`src/rtl/spi_rx_popq_pkg.sv`:
```
package spi_rx_popq_pkg;

  // Widest slot index the queue supports (depth up to 16 entries).
  localparam int MaxIdxW = 4;

  // Strobes sent from the control block to the storage block.
  typedef struct packed {
    logic               writeEn;
    logic [MaxIdxW-1:0] writeIdx;
    logic               readEn;
    logic [MaxIdxW-1:0] readIdx;
  } qStrobes_t;

endpackage

```
`src/rtl/rxq_store.sv`:
```
module rxq_store
  import spi_rx_popq_pkg::*;
#(
  parameter int DEPTH  = 8,
  parameter int DATA_W = 16,
  parameter int PTR_W  = 3
) (
  input  logic              clk,
  input  logic              rstN,
  input  qStrobes_t         strobes,
  input  logic [DATA_W-1:0] capData,
  output logic [DATA_W-1:0] popData
);

  logic [DATA_W-1:0] slotMem [DEPTH];

  // One write-enabled register per slot.
  for (genvar i = 0; i < DEPTH; i++) begin : gSlot
    always_ff @(posedge clk) begin
      if (strobes.writeEn && strobes.writeIdx == MaxIdxW'(i)) begin
        slotMem[i] <= capData;
      end
    end
  end

  // Registered read port: it updates only when a pop is accepted.
  always_ff @(posedge clk or negedge rstN) begin
    if (!rstN) begin
      popData <= '0;
    end else if (strobes.readEn) begin
      popData <= slotMem[strobes.readIdx[PTR_W-1:0]];
    end
  end

endmodule

```
`src/rtl/rxq_ctrl.sv`:
```
module rxq_ctrl
  import spi_rx_popq_pkg::*;
#(
  parameter int DEPTH = 8,
  parameter int PTR_W = 3,
  parameter int CNT_W = 4
) (
  input  logic             clk,
  input  logic             rstN,
  input  logic             capValid,
  input  logic             popRead,
  input  logic             flush,
  input  logic             overwriteMode,
  output qStrobes_t        strobes,
  output logic [CNT_W-1:0] entryCount,
  output logic [PTR_W-1:0] popIndex,
  output logic             overflow
);

  localparam logic [CNT_W-1:0] FullCount = CNT_W'(DEPTH);
  localparam logic [PTR_W-1:0] LastIdx   = PTR_W'(DEPTH - 1);

  logic [PTR_W-1:0] wrPtr;
  logic [PTR_W-1:0] rdPtr;
  logic             isFull;
  logic             isEmpty;
  logic             popOk;
  logic             capAccept;
  logic             capReplace;
  logic             capDrop;

  function automatic logic [PTR_W-1:0] nextIdx(input logic [PTR_W-1:0] p);
    return (p == LastIdx) ? '0 : p + PTR_W'(1);
  endfunction

  assign isFull     = (entryCount == FullCount);
  assign isEmpty    = (entryCount == '0);
  assign popOk      = popRead && !isEmpty && !flush;
  assign capAccept  = capValid && !flush && (!isFull || popOk);
  assign capReplace = capValid && !flush && isFull && !popOk && overwriteMode;
  assign capDrop    = capValid && !flush && isFull && !popOk && !overwriteMode;

  always_comb begin
    strobes.writeEn  = capAccept || capReplace;
    strobes.writeIdx = MaxIdxW'(wrPtr);
    strobes.readEn   = popOk;
    strobes.readIdx  = MaxIdxW'(rdPtr);
  end

  always_ff @(posedge clk or negedge rstN) begin
    if (!rstN) begin
      wrPtr      <= '0;
      rdPtr      <= '0;
      entryCount <= '0;
      overflow   <= 1'b0;
    end else if (flush) begin
      wrPtr      <= '0;
      rdPtr      <= '0;
      entryCount <= '0;
      overflow   <= 1'b0;
    end else begin
      if (capAccept || capReplace) begin
        wrPtr <= nextIdx(wrPtr);
      end
      if (popOk || capReplace) begin
        rdPtr <= nextIdx(rdPtr);
      end
      if (capAccept && !popOk) begin
        entryCount <= entryCount + CNT_W'(1);
      end else if (popOk && !capAccept) begin
        entryCount <= entryCount - CNT_W'(1);
      end
      if (capDrop || capReplace) begin
        overflow <= 1'b1;
      end
    end
  end

  assign popIndex = rdPtr;

endmodule

```
`src/rtl/spi_rx_popq.sv`:
```
module spi_rx_popq
  import spi_rx_popq_pkg::*;
#(
  parameter  int DEPTH  = 8,
  parameter  int DATA_W = 16,
  localparam int PTR_W  = (DEPTH > 1) ? $clog2(DEPTH) : 1,
  localparam int CNT_W  = $clog2(DEPTH + 1)
) (
  input  logic              clk,
  input  logic              rstN,
  input  logic              capValid,
  input  logic [DATA_W-1:0] capData,
  input  logic              popRead,
  input  logic              flush,
  input  logic              overwriteMode,
  output logic [DATA_W-1:0] popData,
  output logic [CNT_W-1:0]  entryCount,
  output logic [PTR_W-1:0]  popIndex,
  output logic              drainReq,
  output logic              overflow
);

  qStrobes_t strobes;

  rxq_ctrl #(
    .DEPTH(DEPTH),
    .PTR_W(PTR_W),
    .CNT_W(CNT_W)
  ) uCtrl (
    .clk          (clk),
    .rstN         (rstN),
    .capValid     (capValid),
    .popRead      (popRead),
    .flush        (flush),
    .overwriteMode(overwriteMode),
    .strobes      (strobes),
    .entryCount   (entryCount),
    .popIndex     (popIndex),
    .overflow     (overflow)
  );

  rxq_store #(
    .DEPTH (DEPTH),
    .DATA_W(DATA_W),
    .PTR_W (PTR_W)
  ) uStore (
    .clk    (clk),
    .rstN   (rstN),
    .strobes(strobes),
    .capData(capData),
    .popData(popData)
  );

  assign drainReq = (entryCount != '0);

endmodule

```
`config.mk`:
```
export PLATFORM = sky130hd
export DESIGN_NAME = spi_rx_popq
export DESIGN_NICKNAME = d
export VERILOG_FILES = /design/src/rtl/spi_rx_popq_pkg.sv /design/src/rtl/rxq_store.sv /design/src/rtl/rxq_ctrl.sv /design/src/rtl/spi_rx_popq.sv
export SDC_FILE = /design/constraint.sdc
export NUM_CORES = 1
export LEC_CHECK = 0
export ABC_AREA = 1
export BUFFER_PORTS_ARGS = -buffer_cell sky130_fd_sc_hd__buf_2
export CORE_AREA = 2 2 101 201
export DETAILED_ROUTE_END_ITERATION = 8
export DIE_AREA = 0 0 103 203
export GPL_TIMING_DRIVEN = 0
export MAX_ROUTING_LAYER = met4
export PLACE_DENSITY = 0.5
export SLEW_MARGIN = 10
export SYNTH_ARGS = -nofsm -noshare
export SYNTH_HDL_FRONTEND = slang
export SYNTH_HIERARCHICAL = 1
export SYNTH_SLANG_ARGS = --single-unit
```
`constraint.sdc`:
```
create_clock -name clk -period 2.3 [get_ports clk]
set_input_delay 0.345 -clock clk [delete_from_list [all_inputs] [get_ports clk]]
set_output_delay 0.345 -clock clk [all_outputs]
set_load 0.01 [all_outputs]
```
==> Word-level counts from Yosys, hierarchy flattened <==
Memories as Yosys holds them, arrays and structs flattened. A register that Yosys moved wholly into a read port is not among the register bits.
Cells that the tools add are included.
{ "word_totals": {"ram_bits": 128, "memories": 1, "word_cells": 109, "out_inout_bits": 25, "inputBits": 22, "register_bits": 11} }
{ "op_classes": {"eq_ne": 9, "reduce_logical": 43, "n_mux": 48, "add_sub_neg": 4} }
{ "memory_table": {"columns": ["name", "words", "width", "rd", "rd_ports_with_merged_regs", "write_ports", "line", "source"], "rows": [
  ["uStore.slotMem", 8, 16, 1, 1, 1, "rxq_store.sv:15", "logic [DATA_W-1:0] slotMem [DEPTH];"]
]} }
{ "ops": {"columns": ["op", "count"], "rows": [
  ["$mux 16", 7],
  ["$reduce_or 16->1", 7],
  ["$mux 3", 13],
  ["$mux 1", 25],
  ["$logic_and 1x1->1", 18],
  ["$eq 3x3->1 const B", 5],
  ["$mux 4", 3],
  ["$logic_not 4->1", 2],
  ["$logic_not 1->1", 7],
  ["$add 3x1->3 const B", 2],
  ["$eq 3x2->1 const B", 2],
  ["$reduce_bool 2->1", 3],
  ["$add 4x1->4 const B", 1],
  ["$eq 4x4->1 const B", 1],
  ["$logic_or 1x1->1", 4],
  ["$reduce_bool 4->1", 1],
  ["$sub 4x1->4 const B", 1],
  ["$eq 3x1->1 const B", 1],
  ["$reduce_bool 3->1", 1]
]} }

==> Longest topological paths before layout <==
Gate-level depths: netlist of run 1.
{ "logic_depth": {"ltp_word": 19, "depth_mapped": 11, "depth_no_buf": 11} }

==> Cells and area by module <==
Netlist of run 1, hierarchy kept.
{ "by_module_without_submodules": {"columns": ["module", "seq_area_each_um2", "area_per_inst_um2", "n_inst", "cells_per_inst"], "rows": [
  ["rxq_store", 4244.1, 6072.1, 1, 575],
  ["rxq_ctrl", 275.3, 789.5, 1, 95],
  ["spi_rx_popq", 0.0, 11.3, 1, 3]
]} }

==> Least setup slack after synthesis of run 1 <==
OpenSTA, ideal clock, no wires.
{ "synth_timing": {"path_type": "reg2reg", "startpoint": "register uCtrl.entryCount[3]", "endpoint": "memory uStore.slotMem[0][0] (enable)", "required_ns": 1.912, "slack_ns": 0.225, "path_buffers": 0, "path_stages_with_launch": 8, "setup_ns": 0.388, "period_less_slack_ns": 2.075, "t_arrival_ns": 1.687, "path_cell_list": "dfrtp_1 > inv_1 > nor2_2 > nand3_2 > o21ai_2 > inv_2 > nand3b_1 > nor2_1"} }
{ "synth_rtl": {"columns": ["item", "line", "source"], "rows": [
  ["start: declaration", "rxq_ctrl.sv:15", "output logic [CNT_W-1:0] entryCount,"],
  ["start signal: assignment", "rxq_ctrl.sv:69", "entryCount <= entryCount + CNT_W'(1);"],
  ["start signal: assignment", "rxq_ctrl.sv:71", "entryCount <= entryCount - CNT_W'(1);"],
  ["end: declaration", "rxq_store.sv:15", null]
]} }

==> results of run 1 <==
[flip-flops by register name (all words and copies together) (netlist names)]
register          count
uCtrl/popIndex        3
uStore/popData       16
uCtrl/entryCount      4
uStore/slotMem      128
uCtrl/overflow        1
uCtrl/wrPtr           3
[per-layer routing]
layer | GRT usage | vias up | share of wire
met2 | 0.3453 | 161 | 0.56
met5 | - | - | 0
met3 | 0.02926 | 43 | 0.047
li1 | - | 2306 | -
met4 | 0.1029 | 0 | 0.043
met1 | 0.1922 | 2312 | 0.35
[worst register-to-register path, stage by stage, from the launching register on]
cell and delay (ns):
dfrtp_1 0.45, inv_1 0.15, nor2_2 0.06, nand3_2 0.09
o21ai_2 0.11, inv_2 0.10, nand3_1 0.33, nor2_4 0.44
buf_8 0.21
[metrics by stage]
| step | worst slack [ns] | std cells | total power [uW] | area [um^2] |
|---|---|---|---|---|
| after floorplan | 0.2245 | 672 | 4974 | 6865 |
| after global placement | -0.8804 | 977 | 5819 | 7420 |
| after detailed placement | -0.1554 | 985 | 5885 | 7572 |
| after CTS | 0.03971 | 1017 | 8598 | 8145 |
| after global routing | -0.08980 | 1020 | 8970 | 8178 |
| final | 0.05667 | 1020 | 8497 | 8178 |
[area by class of cell]
| cell class | instances | area, um^2 | share of cell area |
|---|---|---|---|
| flip-flops and latches | 155 | 4519 | 0.5526 |
| multi-input cells | 371 | 1739 | 0.2127 |
| inverters | 115 | 431.7 | 0.05278 |
| clock buffers | 18 | 429.2 | 0.05248 |
| repair buffers | 56 | 377.9 | 0.04621 |
| well taps | 259 | 324.1 | 0.03963 |
| plain buffers | 31 | 220.2 | 0.02693 |
| clock inverters | 14 | 133.9 | 0.01637 |
| diodes | 1 | 2.502 | 0.0003060 |
[where the power goes]
group	internal, uW	switching [uW]	leakage (uW)
Combinational	833	1590	0.00188
Clock	1510	1170	0.000266
Sequential	3240	147	0.00150
[worst max path at each step]
stage | slack [ns] | end | from
finish | 0.06 | uStore/slotMem[4][9] | uCtrl/entryCount[3]
global route | -0.09 | uStore/slotMem[2][9] | uCtrl/entryCount[3]
CTS | 0.04 | uStore/slotMem[7][9] | uCtrl/entryCount[3]
detailed placement | -0.16 | uStore/slotMem[5][13] | flush
global placement | -0.88 | uStore/slotMem[1][3] | flush
floorplan | 0.22 | uStore/slotMem[0][0] | uCtrl/entryCount[3]
[timing repair]
item                                    CTS  global route
resized for setup                         2             3
pin swaps                                 0             1
buffers inserted                          0             2
endpoints found under the setup margin    8            54
==> reports/metrics.yaml, run 1 <==
clock_network:
  htreeDepth: 4
  clock_path_buffers: 2
  cts_num_sinks: 155
  cts_tree: "done"
  cts_root_buffer: "clkbuf_16"
  worstSkewPairLatency_ns: 0.42
  hold_buffers: 0
  clkTransAtPathRegs_ns: 0.06
  cts_buffers: 17
finish:
  final_common_cell: "nand2_1"
  mostFrequentLayoutCells: "nand2_1 (219), edfxtp_1 (128), inv_1 (109), nand3_1 (104), buf_2 (60)"
  drive_gt1_frac: 0.1868
  area_delta_synth_final_pct: 19.12
  fin_util: 0.4242
  fillers: 1882
  finalNetCount: 776
sta:
  setup_tns_ns: 0
  final_hold_viol_count: 0
  fmax_ghz: 0.4458
  tightest_slew_ns: 0.7924
  holdWs_ns: 0.008575
  period_needed_ns: 2.243
  skew_ns: 0.008332
  rsz0062_at_grt: "yes"
  period_share: 0.9754
  finalSetupViolations: 0
  timing.slew.headroom: 0.4717
  drv_slew: 0
die:
  rows: 72
  start_util: 0.3561
  die_height_um: 203
  coreArea_um2: 19280
  io-pin-count: 47
  die-area_um2: 20910
  die_w_um: 103
pwr:
  p_leak_uw: 0.003650
  power_density_nw_per_um2: 1039
  peakVddDrop_mv: 0.7168
yosys:
  syn_area_um2: 6865
  yosys_warnings: 6
  synth.net_count: 701
  syn_inst: 672
  avgSynthCellArea_um2: 10.22
critical_path:
  critical_path_class: "flip-flop to flip-flop"
  cp_max_fo: 9
  cpPeakStageDelay_ns: 0.45
  slowest_stage: "dfrtp_1"
  r2r-end: "uStore/slotMem[4][9]"
  cp-end-kind: "flip-flop"
  start_kind: "flip-flop"
  required_ns: 2.43
  crit_chain: "inv_1 -> nor2_2 -> nand3_2 -> o21ai_2 -> inv_2 -> nand3_1 -> nor2_4 -> buf_8"
  r2r-start: "uCtrl/entryCount[3]"
  ff2ff_setup_slack_ns: 0.06
  cp_data_arrival_time_ns: 2.37
  critPathBufInv: 3
  cp_top_family: "simple AND/OR/NAND/NOR gates"
  critical_path_depth: 8
  worstRegToRegCells: 8
grt:
  grt_pass1_wl_um: 27830
  grt_max_degree: 28
  overflow: 0
  antenna_found_initial: 1
  grt_util_all_layers: 0.1920
  grt_pass1_vias: 5068
flow_run:
  maxCapViolations: 0
detailed_routing:
  drc: 0
  drt-total-wl_um: 18240
  viasPerCell: 4.727
  drt-wirelength-per-cell_um: 17.88
  firstDrtPassIters: 6
  drt_iter0_markers: 295
  vias: 4822
  antenna_left: 0
min_path:
  hold_path.class: "input port to asynchronous set/reset pin"
placed_design:
  dp_hpwl_um: 12590
  port_buffers: 46
  gp_congestion: 0.7809
outcome:
  outcome: "completed"
Note: power is estimated with default switching activity, not from simulation.
==> run 2, diff against run 1 <==
PLACE_DENSITY = default   (was 0.5)
PLACE_DENSITY_LB_ADDON = 0.1   (was default)
==> reports/metrics.yaml, run 2 (synthesized netlist as in run 1, its figures left out) <==
clock_network:
  clock_path_buffers: 2  # unchanged
  cts_root_buffer: "clkbuf_16"
  cts_setup_buffers: 0  # unchanged
  cts_tree: "done"
  clkTransAtPathRegs_ns: 0.06  # about the same
  worstSkewPairLatency_ns: 0.42  # about the same
  htreeDepth: 4  # unchanged
  cts_num_sinks: 155  # unchanged
  cts_buffers: 17  # unchanged
grt:
  grt_util_all_layers: 0.1952  # +0.003186
  antenna_found_initial: 0  # -1
  overflow: 0  # unchanged
  grt_max_degree: 28  # unchanged
  grt_pass1_wl_um: 28290  # +1.7%
  grt_pass1_vias: 4917  # -3.0%
die:
  die_w_um: 103  # unchanged
  die_height_um: 203  # unchanged
  io-pin-count: 47  # unchanged
  start_util: 0.3561  # unchanged
  die-area_um2: 20910  # unchanged
  rows: 72  # unchanged
  coreArea_um2: 19280  # unchanged
sta:
  period_needed_ns: 2.257  # +0.01370 ns
  tightest_slew_ns: 0.8135  # +0.02111 ns
  final_hold_viol_count: 0  # unchanged
  drv_slew: 0  # unchanged
  timing.slew.headroom: 0.4577  # -0.01408
  rsz0062_at_grt: "yes"
  skew_ns: 0.01185  # +0.003520 ns
  fmax_ghz: 0.4431  # -0.61%
  holdWs_ns: 0.02160  # +0.01303 ns
  period_share: 0.9813  # +0.005958
  finalSetupViolations: 0  # unchanged
  worst_slack_ns: 0.04296  # -0.01370 ns
finish:
  fin_area_um2: 8250  # +0.89%
  regMostFlops: "uStore/slotMem"
  area_delta_synth_final_pct: 20.17
  drive_gt1_frac: 0.1807  # -0.006103
  largest_reg_flops: 128  # unchanged
  largest_registers: "uStore/slotMem x128, uStore/popData x16, uCtrl/entryCount x4"
  final_common_cell: "nand2_1"
  finalNetCount: 774  # -0.26%
  mostFrequentLayoutCells: "nand2_1 (219), edfxtp_1 (128), inv_1 (109), nand3_1 (104), buf_2 (60)"
  n_antenna_cell: 0  # -1
detailed_routing:
  drc: 0  # unchanged
  vias: 4834  # +0.25%
  viasPerCell: 4.753  # +0.54%
  drt_iter0_markers: 362  # +23%
  drt-wirelength-per-cell_um: 18.41  # +3.0%
  firstDrtPassIters: 5  # -1
  drt-total-wl_um: 18730  # +2.7%
  antenna_left: 0  # unchanged
critical_path:
  cp_data_arrival_time_ns: 2.38  # about the same
  critical_path_class: "flip-flop to flip-flop"
  critPathBufInv: 3  # unchanged
  crit_chain: "inv_1 -> nor2_2 -> nand3_2 -> o21ai_2 -> inv_2 -> nand3_1 -> nor2_2 -> buf_8"
  cpPeakStageDelay_ns: 0.61  # +0.16 ns
  cp_max_fo: 9  # unchanged
  r2r-start: "uCtrl/entryCount[3]"
  cp-end-kind: "flip-flop"
  required_ns: 2.42  # about the same
  crit_start: "uCtrl/entryCount[3]"
  start_kind: "flip-flop"
  cp_top_family: "simple AND/OR/NAND/NOR gates"
  crit_path_frequent_cell: "nor2_2"
  slowest_stage: "nor2_2"
pwr:
  p_leak_uw: 0.003691  # +1.1%
  power_frac_seq: 0.379  # -0.020
  power_density_nw_per_um2: 1086  # +4.5%
  peakVddDrop_mv: 0.5624  # -22%
  comb_power_share: 0.271  # -0.014
  switching_share: 0.3167  # -0.02543
  power_switching_uw: 2839  # -2.4%
  p_int_uw: 6124  # +9.6%
  p_clk_frac: 0.350  # +0.034
placed_design:
  dp_hpwl_um: 12940  # +2.8%
  gp_congestion: 0.8119  # +4.0%
  dpl_worst_slack_ns: -0.1776  # -0.02222 ns
  place_area_um2: 7572  # unchanged
  port_buffers: 46  # unchanged
outcome:
  outcome: "completed"
flow_run:
  maxCapViolations: 0  # unchanged
min_path:
  hold_path.class: "input port to asynchronous set/reset pin"
==> run 2: changes by cell type in the layout (fill, tap and decap cells not counted), sizes merged <==
cell,change
buf,-2
bufinv,+4
clkbuf,+7
clkinv,+1
clkinvlp,-3
diode,-1
inv,-9
==> run 2: worst register-to-register path, stage by stage (launching register included) <==
cell     delay, ns
dfrtp_1       0.44
inv_1         0.14
nor2_2        0.06
nand3_2       0.09
o21ai_2       0.09
inv_2         0.09
nand3_1       0.20
nor2_2        0.61
buf_8         0.24
==> run 2: power groups by stage <==
stage | clock, uW | sequential [uW] | combinational (uW)
2_1_floorplan | 0 | 3520 | 1460
5_1_grt | 3280 | 3420 | 2710
3_5_place_dp | 0 | 3450 | 2450
4_1_cts | 3170 | 3400 | 2460
6_report | 3140 | 3390 | 2430
3_3_place_gp | 0 | 3450 | 2390
==> run 2: stage by stage <==
| step | TNS, ns | utilization | cells | power, uW |
|---|---|---|---|---|
| floorplan | 0 | - | 672 | 4974 |
| global placement | -106.77 | 0.3849 | 977 | 5838 |
| detailed placement | -7.256 | 0.3928 | 985 | 5900 |
| CTS | 0 | 0.4269 | 1017 | 9028 |
| global route | -1.685 | 0.4280 | 1017 | 9408 |
| finish | 0 | 0.4280 | 1017 | 8962 |
==> run 2: area by class of cell <==
cell class | count | area, um^2
inverter | 115 | 431.7
timing repair buffer | 54 | 362.8
buffer | 31 | 220.2
fill | 1913 | 11030
clock buffer | 25 | 495.5
sequential | 155 | 4519
clock inverter | 7 | 162.7
multi-input combinational | 371 | 1734
tap | 259 | 324.1
==> run 2: final timing paths <==
path,endpoint,slack [ns],depth (start not counted)
setup / recovery,uStore/slotMem[5][10],0.04,8
hold / removal,uCtrl/popIndex[1],0.02,1
setup reg to reg,uStore/slotMem[5][10],0.04,8
hold reg to reg,uStore/popData[4],0.47,2
max in group asynchronous,uStore/popData[10],1.76,1
min in group clk,uStore/slotMem[6][1],0.20,1
==> run 2: per-layer routing <==
metal	track usage	routed length, um	vias up	part of all wire
li1	-	-	2296	-
met1	0.2059	6910	2344	0.37
met2	0.3523	10460	155	0.56
met3	0.02651	713	39	0.038
met4	0.08459	646	0	0.034
met5	-	0	-	0
==> run 2: timing repair <==
action	4_1_cts	5_1_grt
hold endpoints to repair	0	0
hold buffers	0	0
setup endpoints to repair	0	40
gates resized for setup	0	4
==> run 3, diff against run 2 <==
BUFFER_PORTS_ARGS = default   (was -buffer_cell sky130_fd_sc_hd__buf_2)
DONT_BUFFER_PORTS = 1   (was default)
clock period = 2.9 ns   (was 2.3 ns; I/O delays follow)
==> reports/metrics.yaml, run 3 (synthesized netlist as in run 1, its figures left out) <==
outcome:
  outcome: "completed"
finish:
  area_delta_synth_final_pct: 15.38
  final_common_cell: "nand2_1"
  fillers: 1900  # -0.68%
  finalNetCount: 730  # -5.7%
  mostFrequentLayoutCells: "nand2_1 (219), edfxtp_1 (128), inv_1 (109), nand3_1 (104), dfrtp_1 (27)"
  drive_gt1_frac: 0.1289  # -0.05189
  fin_area_um2: 7921  # -4.0%
  largest_registers: "uStore/slotMem x128, uStore/popData x16, uCtrl/entryCount x4"
  n_antenna_cell: 0  # unchanged
  largest_reg_flops: 128  # unchanged
  regMostFlops: "uStore/slotMem"
  fin_util: 0.4109  # -0.01707
grt:
  grt_pass1_vias: 4845  # -1.5%
  overflow: 0  # unchanged
  grt_max_degree: 28  # unchanged
  grt_util_all_layers: 0.1961  # +0.0009310
  antenna_found_initial: 0  # unchanged
  grt_pass1_wl_um: 28220  # -0.24%
sta:
  rsz0062_at_grt: "no"
  holdWs_ns: 0.1053  # +0.08373 ns
  fmax_ghz: 0.4344  # -2.0%
  drv_slew: 0  # unchanged
  finalSetupViolations: 0  # unchanged
  period_needed_ns: 2.302  # +0.04502 ns
  tightest_slew_ns: 0.6842  # -0.1293 ns
  timing.slew.headroom: 0.5434  # +0.08570
  final_hold_viol_count: 0  # unchanged
  worst_slack_ns: 0.5979  # +0.5550 ns
  skew_ns: 0.01194  # +0.00008910 ns
  period_share: 0.7938  # -0.1875
detailed_routing:
  firstDrtPassIters: 6  # +1
  drc: 0  # unchanged
  antenna_left: 0  # unchanged
  viasPerCell: 4.778  # +0.52%
  drt-wirelength-per-cell_um: 19.25  # +4.5%
  drt_iter0_markers: 297  # -18%
  vias: 4649  # -3.8%
  drt-total-wl_um: 18730  # about the same
die:
  io-pin-count: 47  # unchanged
  die-area_um2: 20910  # unchanged
  rows: 72  # unchanged
  die_w_um: 103  # unchanged
  die_height_um: 203  # unchanged
  coreArea_um2: 19280  # unchanged
  start_util: 0.3561  # unchanged
placed_design:
  port_buffers: 0  # -100%
  gp_congestion: 0.8181  # +0.76%
  dp_hpwl_um: 12770  # -1.3%
  dpl_worst_slack_ns: 0.5146  # +0.6922 ns
  place_area_um2: 7342  # -3.0%
clock_network:
  clkTransAtPathRegs_ns: 0.07  # about the same
  cts_tree: "done"
  cts_resized: 0  # unchanged
  cts_num_sinks: 155  # unchanged
  cts_buffers: 17  # unchanged
  cts_root_buffer: "clkbuf_16"
  htreeDepth: 4  # unchanged
  worstSkewPairLatency_ns: 0.42  # about the same
  clock_path_buffers: 2  # unchanged
pwr:
  p_leak_uw: 0.003438  # -6.8%
  peakVddDrop_mv: 0.4858  # -14%
  finalPower_uw: 6552  # -27%
  power_density_nw_per_um2: 827.2  # -24%
critical_path:
  cp-end-kind: "flip-flop"
  critPathBufInv: 3  # unchanged
  cpPeakStageDelay_ns: 0.59  # -0.02 ns
  required_ns: 3.02  # +0.60 ns
  cp_top_family: "simple AND/OR/NAND/NOR gates"
  crit_path_frequent_cell: "nor2_2"
  cp_data_arrival_time_ns: 2.42  # +0.04 ns
  slowest_stage: "nor2_2"
  crit_start: "uCtrl/entryCount[3]"
  cp_max_fo: 9  # unchanged
  critical_path_class: "flip-flop to flip-flop"
  start_kind: "flip-flop"
  crit_chain: "inv_1 -> nor2_2 -> nand3_2 -> o21ai_2 -> inv_2 -> nand3_1 -> nor2_2 -> buf_8"
  r2r-start: "uCtrl/entryCount[3]"
flow_run:
  maxCapViolations: 0  # unchanged
min_path:
  hp-start: "capData[1]"
  hold_path.class: "input port to flip-flop"
[run 3: changes by cell type in the layout (fill, tap and decap cells not counted)]
cell	previous run	this run
nor2_4	5	1
clkinv_4	0	2
clkinvlp_4	1	5
dlygate4sd3_1	0	1
nor2_2	5	9
buf_2	60	14
bufinv_16	5	1
clkinv_2	1	2
buf_12	0	1
clkbuf_8	4	1
[run 3: per-stage QoR]
step / setup TNS (ns) / cells
after floorplan: 0 / 672
final: 0 / 973
after global routing: 0 / 973
after detailed placement: 0 / 939
after CTS: 0 / 973
after global placement: -17.47 / 931
[run 3: where the power goes]
part / switching [uW] / total [uW] / leakage (uW) / internal [uW]
sequential: 211 / 2790 / 0.00150 / 2580
combinational: 1130 / 1680 / 0.00169 / 555
clock: 881 / 2080 / 0.000252 / 1200
total: 2220 / 6550 / 0.00344 / 4330
[run 3: final timing paths]
kind	end	slack (ns)	depth (start not counted)
min reg2reg	uStore/popData[0]	0.55	2
min in group asynchronous	uCtrl/wrPtr[0]	0.48	2
max reg2reg	uStore/slotMem[4][3]	0.60	8
max	uStore/slotMem[4][3]	0.60	8
min	uStore/slotMem[6][1]	0.11	0
max in group asynchronous	uStore/popData[7]	2.23	2
[run 3: repair_timing]
action | CTS | global route
setup buffers | 0 | 0
hold buffers | 2 | 0
hold endpoints to repair | 27 | 0
[run 3: final cells by class]
cell class / count / area, um^2 / area share
multi-input cells: 371 / 1714 / 0.2164
clock inverters: 10 / 95.09 / 0.01200
inverters: 115 / 431.7 / 0.05449
well taps: 259 / 324.1 / 0.04091
plain buffers: 31 / 220.2 / 0.02780
flip-flops and latches: 155 / 4519 / 0.5705
repair buffers: 10 / 162.7 / 0.02053
clock buffers: 22 / 454.2 / 0.05734
[run 3: worst reg2reg max path, delay by kind of cell (launching register included)]
kind            cells  cell delay (ns)
flops               1             0.48
compound gates      1             0.09
simple gates        4             0.94
buf+inv             3             0.48
[run 3: metal layers]
| metal | vias up | global-route usage | routed length (um) |
|---|---|---|---|
| met2 | 147 | 0.3544 | 10460 |
| met3 | 30 | 0.04096 | 865 |
| met1 | 2260 | 0.2005 | 6818 |
| met5 | - | - | 0 |
| met4 | 0 | 0.07801 | 582 |
| li1 | 2212 | - | - |
